--- src/rtl/pci_cfg_pkg.sv ---
package pci_cfg_pkg;
  localparam int unsigned HALF_W = 16;
  localparam int unsigned DW_W   = 2 * HALF_W;
  localparam int unsigned BE_W   = DW_W / 8;

  typedef logic [HALF_W-1:0] half_t;

  // command bit positions
  localparam int unsigned CMD_IO    = 0;
  localparam int unsigned CMD_MEM   = 1;
  localparam int unsigned CMD_PRESP = 6;
  localparam int unsigned CMD_SERR  = 8;
  localparam half_t CMD_RW_MASK = half_t'((1 << CMD_IO) | (1 << CMD_MEM) |
                                          (1 << CMD_PRESP) | (1 << CMD_SERR));

  // status bit positions
  localparam int unsigned STS_PAR   = 15;
  localparam int unsigned STS_SERR  = 14;
  localparam int unsigned STS_MABT  = 13;
  localparam int unsigned STS_TABR  = 12;
  localparam int unsigned STS_TABS  = 11;
  localparam int unsigned STS_DPAR  = 8;
  localparam half_t STS_STICKY_MASK = half_t'((1 << STS_PAR) | (1 << STS_SERR) |
                                              (1 << STS_MABT) | (1 << STS_TABR) |
                                              (1 << STS_TABS) | (1 << STS_DPAR));
  // hardwired bits: medium select timing (10:9 = 01b) and bit 4 = 1
  localparam half_t STS_FIXED = 16'h0210;
endpackage

--- src/rtl/pci_cfg_wdec.sv ---
module pci_cfg_wdec
  import pci_cfg_pkg::*;
#(
  parameter int unsigned ADDR_W = 8,
  parameter logic [ADDR_W-1:0] BASE_ADDR = 'h04
) (
  input  logic              wr_en,
  input  logic [ADDR_W-1:0] wr_addr,
  input  logic [BE_W-1:0]   wr_be,
  output logic [BE_W-1:0]   byte_wr
);
  logic hit;
  // dword decode; byte offset bits ignored
  assign hit     = wr_en && (wr_addr[ADDR_W-1:2] == BASE_ADDR[ADDR_W-1:2]);
  assign byte_wr = wr_be & {BE_W{hit}};
endmodule

--- src/rtl/pci_cmd_reg.sv ---
module pci_cmd_reg
  import pci_cfg_pkg::*;
#(
  parameter half_t RW_MASK = CMD_RW_MASK
) (
  input  logic       clk,
  input  logic       rst,
  input  logic [1:0] byte_wr,
  input  half_t      wdata,
  output half_t      cmd_word
);
  for (genvar b = 0; b < HALF_W; b++) begin : g_bit
    if (RW_MASK[b]) begin : g_rw
      logic bit_q;
      always_ff @(posedge clk) begin
        if (rst)                bit_q <= 1'b0;
        else if (byte_wr[b/8])  bit_q <= wdata[b];
      end
      assign cmd_word[b] = bit_q;
    end else begin : g_rsv
      assign cmd_word[b] = 1'b0;
    end
  end
endmodule

--- src/rtl/pci_sts_reg.sv ---
module pci_sts_reg
  import pci_cfg_pkg::*;
#(
  parameter half_t STICKY = STS_STICKY_MASK,
  parameter half_t FIXED  = STS_FIXED
) (
  input  logic       clk,
  input  logic       rst,
  input  half_t      set_vec,
  input  logic [1:0] byte_wr,
  input  half_t      wdata,
  output half_t      sts_word
);
  for (genvar b = 0; b < HALF_W; b++) begin : g_bit
    if (STICKY[b]) begin : g_w1c
      logic flag_q;
      logic clr;
      assign clr = byte_wr[b/8] && wdata[b];
      // a set in the same cycle outranks the clear
      always_ff @(posedge clk) begin
        if (rst) flag_q <= 1'b0;
        else     flag_q <= (flag_q && !clr) || set_vec[b];
      end
      assign sts_word[b] = flag_q;
    end else begin : g_ro
      assign sts_word[b] = FIXED[b];
    end
  end
endmodule

--- src/rtl/pci_cfg_rdport.sv ---
module pci_cfg_rdport
  import pci_cfg_pkg::*;
#(
  parameter int unsigned ADDR_W = 8,
  parameter logic [ADDR_W-1:0] BASE_ADDR = 'h04
) (
  input  logic              clk,
  input  logic              rst,
  input  logic              rd_en,
  input  logic [ADDR_W-1:0] rd_addr,
  input  half_t             cmd_word,
  input  half_t             sts_word,
  output logic [DW_W-1:0]   rd_data
);
  logic hit;
  assign hit = rd_en && (rd_addr[ADDR_W-1:2] == BASE_ADDR[ADDR_W-1:2]);

  always_ff @(posedge clk) begin
    if (rst)      rd_data <= '0;
    else if (hit) rd_data <= {sts_word, cmd_word};
    else          rd_data <= '0;
  end
endmodule

--- src/rtl/pci_cfg_cmdsts.sv ---
module pci_cfg_cmdsts
  import pci_cfg_pkg::*;
#(
  parameter int unsigned ADDR_W = 8,
  parameter logic [ADDR_W-1:0] BASE_ADDR = 'h04
) (
  input  logic              clk,
  input  logic              rst,
  input  logic              wr_en,
  input  logic [ADDR_W-1:0] wr_addr,
  input  logic [3:0]        wr_be,
  input  logic [31:0]       wr_data,
  input  logic              rd_en,
  input  logic [ADDR_W-1:0] rd_addr,
  output logic [31:0]       rd_data,
  input  logic              ev_par_det,
  input  logic              ev_serr_sig,
  input  logic              ev_mabort_rcv,
  input  logic              ev_tabort_rcv,
  input  logic              ev_tabort_sig,
  input  logic              ev_perr_seen,
  input  logic              bus_master,
  output logic              io_space_en,
  output logic              mem_space_en,
  output logic              par_resp_en,
  output logic              serr_en
);
  logic [BE_W-1:0] byte_wr;
  half_t           cmd_word;
  half_t           sts_word;
  half_t           set_vec;

  pci_cfg_wdec #(.ADDR_W(ADDR_W), .BASE_ADDR(BASE_ADDR)) u_wdec (
    .wr_en   (wr_en),
    .wr_addr (wr_addr),
    .wr_be   (wr_be),
    .byte_wr (byte_wr)
  );

  pci_cmd_reg u_cmd (
    .clk      (clk),
    .rst      (rst),
    .byte_wr  (byte_wr[1:0]),
    .wdata    (wr_data[HALF_W-1:0]),
    .cmd_word (cmd_word)
  );

  assign io_space_en  = cmd_word[CMD_IO];
  assign mem_space_en = cmd_word[CMD_MEM];
  assign par_resp_en  = cmd_word[CMD_PRESP];
  assign serr_en      = cmd_word[CMD_SERR];

  // event to flag mapping; gates use the registered command bits
  always_comb begin
    set_vec           = '0;
    set_vec[STS_PAR]  = ev_par_det;
    set_vec[STS_SERR] = ev_serr_sig && serr_en;
    set_vec[STS_MABT] = ev_mabort_rcv;
    set_vec[STS_TABR] = ev_tabort_rcv;
    set_vec[STS_TABS] = ev_tabort_sig;
    set_vec[STS_DPAR] = ev_perr_seen && bus_master && par_resp_en;
  end

  pci_sts_reg u_sts (
    .clk      (clk),
    .rst      (rst),
    .set_vec  (set_vec),
    .byte_wr  (byte_wr[3:2]),
    .wdata    (wr_data[DW_W-1:HALF_W]),
    .sts_word (sts_word)
  );

  pci_cfg_rdport #(.ADDR_W(ADDR_W), .BASE_ADDR(BASE_ADDR)) u_rd (
    .clk      (clk),
    .rst      (rst),
    .rd_en    (rd_en),
    .rd_addr  (rd_addr),
    .cmd_word (cmd_word),
    .sts_word (sts_word),
    .rd_data  (rd_data)
  );
endmodule

--- config.mk ---
export PLATFORM = sky130hd
export DESIGN_NAME = pci_cfg_cmdsts
export DESIGN_NICKNAME = d
export VERILOG_FILES = /design/src/rtl/pci_cfg_pkg.sv /design/src/rtl/pci_cfg_wdec.sv /design/src/rtl/pci_cmd_reg.sv /design/src/rtl/pci_sts_reg.sv /design/src/rtl/pci_cfg_rdport.sv /design/src/rtl/pci_cfg_cmdsts.sv
export SDC_FILE = /design/constraint.sdc
export NUM_CORES = 1
export LEC_CHECK = 0
export BUFFER_PORTS_ARGS = -buffer_cell sky130_fd_sc_hd__buf_2
export CORE_ASPECT_RATIO = 0.75
export CORE_MARGIN = 1
export CORE_UTILIZATION = 38
export CTS_BUF_LIST = sky130_fd_sc_hd__clkbuf_2 sky130_fd_sc_hd__clkbuf_4 sky130_fd_sc_hd__clkbuf_8
export CTS_CLUSTER_SIZE = 25
export DETAILED_ROUTE_END_ITERATION = 6
export MAX_ROUTING_LAYER = met4
export PLACE_DENSITY = 0.86
export SYNTH_ARGS = -nofsm -noshare
export SYNTH_HDL_FRONTEND = slang
export SYNTH_SLANG_ARGS = --single-unit
--- constraint.sdc ---
create_clock -name clk -period 2.6 [get_ports clk]
set_clock_uncertainty 0.15 [all_clocks]
set_input_delay 0.13 -clock clk [delete_from_list [all_inputs] [get_ports clk]]
set_output_delay 0.13 -clock clk [all_outputs]
set_load 0.01 [all_outputs]
# ---- Word level (Yosys, flattened, before mapping)
# Index checks and enable logic that the tools add are counted.
dict set report totals {
  reg_bits 42
  latchBits 0
  ram_bits 0
  rom_bits 0
  in_bits 63
  output_inout_bits 36
  word_cells 47
  memories 0
}
dict set report classes {
  add_sub_neg 0
  multipliers 0
  div_mod_pow 0
  order_cmp 0
  eq_ne 2
  n_shift 0
  n_mux 1
  n_bitwise 2
  n_reduce_logical 30
}
# op count
set op_table {}
lappend op_table {{$mux W26} 1}
lappend op_table {{$logic_and A1 B1 Y1} 17}
lappend op_table {{$eq A6 B1 Y1 const B} 2}
lappend op_table {{$logic_not A1 Y1} 6}
lappend op_table {{$logic_or A1 B1 Y1} 6}
lappend op_table {{$and A4 B4 Y4} 1}
lappend op_table {{$reduce_or A2 Y1} 1}
lappend op_table {{$not A1 Y1} 1}

# ---- Longest topological paths before layout
# Gate-level depths: netlist of run 1.
dict set report depth {
  word_depth 7
  ltp_mapped 4
  ltp_nobuf 3
}

# ---- Cells and area by module
# A second synthesis of run 1 with hierarchy kept.
dict set report unflattened {
  hier_cells 186
  area_unflattened_um2 1846.8
}
# mod instances cells_per_inst area_each_um2 seq_area_each_um2
set modules_own_cells {}
lappend modules_own_cells {pci_cfg_rdport 1 106 1149.9 640.6}
lappend modules_own_cells {pci_sts_reg 1 42 351.6 120.1}
lappend modules_own_cells {pci_cmd_reg 1 29 259.0 80.1}
lappend modules_own_cells {pci_cfg_wdec 1 6 70.1 0.0}
lappend modules_own_cells {pci_cfg_cmdsts 1 3 16.3 0.0}

# ---- Worst setup path after synthesis of run 1
# No wires, ideal clock.
dict set report synth_timing {
  kind {input port to flip-flop}
  start {input wr_addr[7]}
  end {register u_cmd.g_bit[0].g_rw.bit_q}
  setup_ps 72
  arrival_ps 1208
  t_required_ps 2378
  slack_ps 1170
  cell_stages 3
  path_buffers 0
  cell_sequence {or4b_4 > nor4_4 > mux2i_1}
}
dict set report synth_via {
  elab_chain_len 3
}
# item line_no
set synth_lines {}
lappend synth_lines {{from (decl)} pci_cfg_cmdsts.sv:10} ;# input logic [ADDR_W-1:0] wr_addr,
lappend synth_lines {{$eq A6 B1 Y1} pci_cfg_wdec.sv:14} ;# assign hit = wr_en && (wr_addr[ADDR_W-1:2] == BASE_ADDR[ADDR_W-1:2]);
lappend synth_lines {{$logic_and A1 B1 Y1} pci_cfg_wdec.sv:14}
lappend synth_lines {{$and A4 B4 Y4} pci_cfg_wdec.sv:15} ;# assign byte_wr = wr_be & {BE_W{hit}};
lappend synth_lines {{to (signal assigned)} pci_cmd_reg.sv:17} ;# else if (byte_wr[b/8]) bit_q <= wdata[b];
lappend synth_lines {{to (decl)} pci_cmd_reg.sv:14} ;# logic bit_q;
# Every way passes these cells.
# A chain may end at the register's enable or synchronous reset.

# ---- Final worst setup path of run 1
dict set report layout_timing {
  start {input wr_addr[7]}
  end {register u_sts.g_bit[14].g_w1c.flag_q}
}
dict set report layout_via {
  elab_chain_len 7
}
# item line_no
set layout_lines {}
lappend layout_lines {{$eq A6 B1 Y1} pci_cfg_wdec.sv:14}
lappend layout_lines {{$logic_and A1 B1 Y1} pci_cfg_wdec.sv:14}
lappend layout_lines {{$and A4 B4 Y4} pci_cfg_wdec.sv:15}
lappend layout_lines {{$logic_and A1 B1 Y1} pci_sts_reg.sv:18} ;# assign clr = byte_wr[b/8] && wdata[b];
lappend layout_lines {{$logic_not A1 Y1} pci_sts_reg.sv:22} ;# else flag_q <= (flag_q && !clr) || set_vec[b];
lappend layout_lines {{$logic_and A1 B1 Y1} pci_sts_reg.sv:22}
lappend layout_lines {{$logic_or A1 B1 Y1} pci_sts_reg.sv:22}
lappend layout_lines {{to (signal assigned)} pci_sts_reg.sv:22}
lappend layout_lines {{to (decl)} pci_sts_reg.sv:16} ;# logic flag_q;
# Every way passes these cells.

==> results_dict.tcl, run 1 <==
set metrics [dict create \
    placementRows 15 \
    synth_seq_area_share_pct 44.7 \
    cts_max_path_buffers 2 \
    synth_top_family_by_area "simple AND/OR/NAND/NOR gates" \
    dpl.hpwl_um 1370 \
    clk_sinks 21 \
    fin_nets 226 \
    first_pass_grt_wire_length_um 2990 \
    m1WireLength_um 877 \
    crit_path_max_fanout 6 \
    antenna_left 0 \
    finish.instance_area_mm2 0.00134 \
    post_synth.cell_area_avg_um2 9.90 \
    fin_util_pct 57.4 \
    mostFrequentLayoutCells "51 x buf_2, 21 x dfxtp_1, 20 x conb_1, 16 x dlygate4sd3_1, 10 x and2_1" \
    post_cts_hold_buffer_count 16 \
    die-area_mm2 0.00268 \
    finalHoldViolations 0 \
    synth_warnings 0 \
    worstSetupPathType "in2reg" \
    synth_xor_xnor_area_share_pct 0 \
    post_cts_resized 0 \
    cp_slowest_stage_delay_ps 600 \
    power_frac_seq_pct 57.6 \
    crit_arrival_ps 2000 \
    die_height_um 45.1 \
    grt_usage_pct 15.9 \
    powerDensity_mw_per_mm2 427 \
    cts.repair_timing.setup_buffer_count 0 \
    top_signal_layer_used "met4" \
    synth-compound-area-share_pct 6.78 \
    vias_per_cell 4.28 \
    max_cap_viol_count 0 \
    hold_path_class "in2reg" \
    netSwitchingFraction_pct 23.2 \
    crit_slowest_cell "dlygate4sd3_1" \
    first_iter_violations 24 \
    initial_utilization_pct 40.4 \
    synth_largest_type_area_fraction_pct 44.7 \
    dpl_cell_area_mm2 0.00114 \
    max-vdd-ir-drop_mv 0.168 \
    post_route_fraction_of_the_period_consumed_by_the_critical_path_pct 75.7 \
    switching_power_uw 132 \
    met2RoutedLength_um 954 \
    post_synthesis_instance_total 95 \
    worstPathCellList "buf_2 > or4b_4 > nor4_4 > a311oi_1 > dlygate4sd3_1" \
    cts.root.buffer_cell "clkbuf_4" \
    core-area_mm2 0.00233 \
    ioPinCount 99 \
    gpl.final_weighted_congestion 0.688 \
    worstReg2RegStart "u_cmd.g_bit[8].g_rw.bit_q$_SDFFE_PP0P_" \
    dr_total_vias 838 \
    syn_to_final_growth_pct 41.9 \
    post_synth_mux_area_share_pct 4.26 \
    wl_per_cell_um 10.3 \
    timing.critical_path.required_ps 2640 \
    tritoncts "done" \
    num_antenna_cells 0 \
    netlist_top_cells_area "dfxtp_1 45%, buf_4 17%, and2_1 6.6%" \
    synth-simple-area-share_pct 24.7 \
    grt_max_degree 16 \
    synth_adder_area_share_pct 0 \
    share_comb_of_total_power_pct 14.0 \
    cp-end-kind "flop" \
    grt_remaining_overflow 0 \
    firstDrtPassIters 4 \
    wl_um 2020 \
    status "finished clean" \
    slew_violations 0 \
    worstHoldStart "wr_be[1]" \
    first_global_vias 673 \
    clock_power_share_pct 28.5 \
    clock_latency_at_the_later_pin_of_the_worst_skew_pair_ps 290 \
    post-layout-total-power_uw 571 \
    cts_buffers 3 \
    rsz_0062_raised_after_global_routing "no" \
    min_period_ps 1970 \
    cell_internal_pwr_uw 438 \
    port_buffers 51 \
    critical_path.startpoint "wr_addr[7]" \
    number_of_antenna_violations_at_the_first_check_in_global_routing 0 \
    layout_commonest_cell "buf_2" \
    totalNegativeSetupSlack_ps 0 \
    cellLeakagePower_nw 0.671 \
    setup_viol_count_final 0 \
    mappedNetlistArea_um2 941 \
    fraction_of_final_layout_cells_with_drive_strength_greater_than_1_pct 35.8 \
    synth_area_leader_cell "dfxtp_1" \
    achievable-frequency_ghz 0.508 \
    clk_transition_reported_paths_ps 110 \
    worstSetupStartpointType "primary input" \
    synth_seq_cells 21 \
    yosys.cell_types.count 19 \
    post-route-drc-count 0 \
    fp.dieW_um 59.5 \
    route.met3.wl_um 171 \
    clock_tree.htree_level_count 1 \
]
[cells in the mapped netlist]
| library cell | count |
|---|---|
| conb_1 | 1 |
| nand3_1 | 1 |
| and4b_1 | 1 |
| nand2_1 | 4 |
| a31oi_1 | 1 |
| mux2i_1 | 4 |
| nor4b_1 | 1 |
| a311oi_1 | 6 |
| a21oi_1 | 1 |
| inv_1 | 4 |
| buf_4 | 21 |
| nand2b_1 | 8 |
| or4b_4 | 1 |
| dfxtp_1 | 21 |
| clkbuf_1 | 2 |
| nor4_4 | 2 |
| and2_1 | 10 |
| nor4_1 | 1 |
| nor2_1 | 5 |
[cell families (layout without fill, tap and decap cells)]
group / count (synthesis) / in the layout
compound gates: 8 / 8
buf+inv: 27 / 75
flops: 21 / 21
mux: 4 / 4
other cells: 1 / 20
simple gates: 34 / 34
[cell type report]
cell class,instances,area [um2]
multi-input combinational,66,412
clock buffer,4,30.0
tap,34,42.5
fill,233,992
inverter,4,15.0
sequential,21,420
timing repair buffer,67,415
[stage by stage]
| stage | std cells | hold WS, ps | setup slack [ps] |
|---|---|---|---|
| final | 196 | 45.9 | 632 |
| after global routing | 196 | 45.3 | 589 |
| after CTS | 196 | 52.5 | 647 |
| after detailed placement | 176 | 179 | 867 |
| after global placement | 176 | 175 | 900 |
| after floorplan | 114 | 88.7 | 1170 |
[layer usage]
metal | vias up | track usage, %
met5 | - | -
met2 | 50 | 25.8
met3 | 2 | 2.58
li1 | 410 | -
met1 | 376 | 20.0
met4 | 0 | 6.19
[worst paths after layout]
kind,cells after the start,slack (ps),to
worst min-delay path,4,50,u_cmd.g_bit[8].g_rw.bit_q$_SDFFE_PP0P_
worst max register to register,3,1040,u_sts.g_bit[14].g_w1c.flag_q$_SDFF_PP0_
worst min register to register,1,320,u_rd.rd_data[29]$_SDFF_PP0_
worst max-delay path,5,630,u_sts.g_bit[14].g_w1c.flag_q$_SDFF_PP0_
[worst max-delay path: cells and delay by family]
kind | cells | cell delay, ps
buffers and inverters | 2 | 700
AO/OA/AOI/OAI | 1 | 170
AND/OR/NAND/NOR | 2 | 1000
[sequential cells by signal, indices dropped and copies added, names as in the netlist]
signal / cells
u_rd.rd_data: 11
u_sts.g_bit.g_w1c.flag_q: 6
u_cmd.g_bit.g_rw.bit_q: 4
[power by group through the flow]
stage	clock, mW	combinational [mW]	sequential (mW)
floorplan	0	0.0505	0.335
global placement	0	0.0589	0.335
detailed placement	0	0.0608	0.336
CTS	0.165	0.0786	0.328
global route	0.180	0.0875	0.329
finish	0.162	0.0797	0.329
Note: power is estimated with default switching activity, not from simulation.
==> run 2, diff against run 1 <==
Settings changed: ABC_AREA from default to 1, CORE_UTILIZATION 38 to 35, PLACE_DENSITY 0.86 to 0.82.
Clock period 2.6 ns to 1.9 ns, I/O delays scaled along.
==> run 2 against run 1 <==
Total power grew 37%. Worst hold slack got worse by 20 ps. Wire length is 0.84% higher. Via count grew 7.3%. Combinational power grew 36%. Critical path type unchanged. Largest cell class is now buffers.
==> results_dict.tcl, run 2 <==
set metrics [dict create \
    status "finished clean" \
    slew_violations 0 \
    post-layout-total-power_uw 780 \
    fin_util_pct 57.8 \
    synth_warnings 0 \
    syn_to_final_growth_pct 51.0 \
    hold_path_class "in2reg" \
    placementRows 15 \
    flip_flop_count_of_the_largest_register_all_copies_and_words_added 11 \
    grt_max_degree 13 \
    synth-compound-area-share_pct 5.53 \
    post-route-drc-count 0 \
    largest_registers_in_the_final_layout "u_rd.rd_data (11), u_sts.g_bit.g_w1c.flag_q (6), u_cmd.g_bit.g_rw.bit_q (4)" \
    cp_common_cell "nand2_1" \
    number_of_antenna_violations_at_the_first_check_in_global_routing 0 \
    cts.repair_timing.setup_buffer_count 0 \
    num-fill-cells 224 \
    ys_dominant_reg_cell "dfxtp_1" \
    cp_slowest_stage_delay_ps 570 \
    dp_worst_setup_slack_ps 529 \
    cp.buffers_inverters 2 \
    achievable-frequency_ghz 0.643 \
    clock_latency_at_the_later_pin_of_the_worst_skew_pair_ps 290 \
    cp-end-kind "flop" \
    crit_slowest_cell "dlygate4sd3_1" \
    layout_commonest_cell "buf_2" \
    post_cts_resized 0 \
    worstPathCellList "buf_2 > nor2_1 > nand2_1 > nor2_2 > nand3_1 > nand2_1 > a21oi_1 > dlygate4sd3_1" \
    post_synthesis_instance_total 118 \
    post_route_fraction_of_the_period_consumed_by_the_critical_path_pct 81.9 \
    first_global_vias 762 \
    cts.root.buffer_cell "clkbuf_4" \
    multi_input_area_um2 310 \
    fin_nets 256 \
    cts_buffers 3 \
    synth_xor_xnor_area_share_pct 0 \
    grt_remaining_overflow 0 \
    dr_total_vias 899 \
    synth_largest_type_area_fraction_pct 46.5 \
    hold_path_depth 4 \
    synth_top_family_by_area "buffers and inverters" \
    clk_transition_reported_paths_ps 110 \
    worstSetupPathType "in2reg" \
    synth_enable_flop_cells 0 \
    num_antenna_cells 0 \
    totalNegativeSetupSlack_ps 0 \
    crit_arrival_ps 1600 \
    ys_top_cells_by_count "21 x buf_4, 21 x dfxtp_1, 18 x inv_1, 15 x nand2_1, 15 x nor2_1" \
    synth_seq_cells 21 \
    mappedNetlistArea_um2 905 \
    post_synth_mux_area_share_pct 0 \
    clock_tree.htree_level_count 1 \
    firstDrtPassIters 4 \
    max_cap_viol_count 0 \
    yosys.cell_types.count 13 \
    dpl.hpwl_um 1250 \
    critical_path_depth 8 \
    crit_path_max_fanout 12 \
    grt_usage_pct 16.7 \
    netlist_top_cells_area "dfxtp_1 46%, buf_4 17%, inv_1 7.5%" \
    place.detailed.instances 198 \
    seq_area_um2 420 \
    wl_per_cell_um 9.00 \
    wl_um 2040 \
    max-vdd-ir-drop_mv 0.310 \
    min_period_ps 1560 \
    r2r_slack_ps 530 \
    powerDensity_mw_per_mm2 571 \
    die_height_um 46.0 \
    ioPinCount 99 \
    final_critical_path_setup_slack_ps 345 \
    tritoncts "done" \
    first_iter_violations 36 \
    post_synth.cell_area_avg_um2 7.67 \
    worstSetupStartpointType "primary input" \
    fp.dieW_um 60.7 \
    r2r.worst_path.cells 3 \
    largest-register "u_rd.rd_data" \
    port_buffers 51 \
    synth_adder_area_share_pct 0 \
    synth-simple-area-share_pct 20.5 \
    setup_viol_count_final 0 \
    finalHoldViolations 0 \
    mostFrequentLayoutCells "51 x buf_2, 24 x dlygate4sd3_1, 21 x dfxtp_1, 20 x conb_1, 18 x inv_1" \
    synth_seq_area_share_pct 46.5 \
    rsz_0062_raised_after_global_routing "no" \
    post_cts_hold_buffer_count 24 \
    core-area_mm2 0.00236 \
    first_pass_grt_wire_length_um 3240 \
    die-area_mm2 0.00279 \
    postSynth.asyncResetShare_pct 0 \
    antenna_left 0 \
    final_cell_count_no_fill 226 \
    synth_area_leader_cell "dfxtp_1" \
    initial_utilization_pct 38.3 \
    fraction_of_final_layout_cells_with_drive_strength_greater_than_1_pct 29.2 \
    gpl.final_weighted_congestion 0.677 \
    cts_max_path_buffers 2 \
    cellLeakagePower_nw 0.688 \
    worst_path_dominant_cell_family "simple AND/OR/NAND/NOR gates" \
    vias_per_cell 3.98 \
    clk_sinks 21 \
    timing.critical_path.required_ps 1940 \
]
==> run 2: changes by cell type after synthesis, sizes merged, moves of 2 or more <==
cell	delta
inv	+14
nand2	+11
nand3	+11
nor2	+11
and2	-10
a21oi	+9
nand2b	-8
a311oi	-6
mux2i	-4
buf	+2
nor4	-2
==> run 2: cells by family (layout without fill, tap and decap cells) <==
logic type	after synthesis	in the layout
DFF	21	21
and+or+nand+nor	44	44
AOI/OAI and AO/OA	10	10
buffers and inverters	42	97
other	1	20
==> run 2: path summary, 6_finish.rpt <==
kind | end | start
setup / recovery | u_sts.g_bit[15].g_w1c.flag_q$_SDFF_PP0_ | wr_addr[6]
hold / removal | u_sts.g_bit[8].g_w1c.flag_q$_SDFF_PP0_ | wr_be[3]
setup reg to reg | u_sts.g_bit[8].g_w1c.flag_q$_SDFF_PP0_ | u_cmd.g_bit[6].g_rw.bit_q$_SDFFE_PP0P_
hold reg to reg | u_rd.rd_data[31]$_SDFF_PP0_ | u_sts.g_bit[15].g_w1c.flag_q$_SDFF_PP0_
==> run 2: per-stage QoR <==
step	area [um2]	hold WS [ps]
finish	1370	25.7
detailed placement	1100	189
floorplan	976	79.0
global placement	1100	185
global route	1370	46.0
CTS	1370	18.8
==> run 2: area by class of cell <==
class / count / area share [%]
sequential: 21 / 30.8
clock buffer: 4 / 2.20
inverter: 18 / 4.95
multi-input combinational: 74 / 22.7
timing repair buffer: 75 / 36.3
tap: 34 / 3.11
==> run 2: routing by layer <==
| metal | share of wire [%] | GRT usage [%] | routed length (um) |
|---|---|---|---|
| met1 | 41 | 17.9 | 840 |
| met4 | 0.84 | 4.09 | 17 |
| met5 | 0 | - | 0 |
| met3 | 5.1 | 4.55 | 104 |
| met2 | 53 | 30.5 | 1070 |
==> run 2: where the power goes <==
group / switching (mW) / internal, mW
sequential: 0.00307 / 0.447
clock: 0.126 / 0.0959
combinational: 0.0495 / 0.0585
==> run 2: worst reg2reg max path: cells and delay by family, from the launching register on <==
| kind | cells | cell delay, ps |
|---|---|---|
| buffers and inverters | 1 | 560 |
| AO/OA/AOI/OAI | 1 | 130 |
| flip-flops | 1 | 390 |
| AND/OR/NAND/NOR | 1 | 80 |
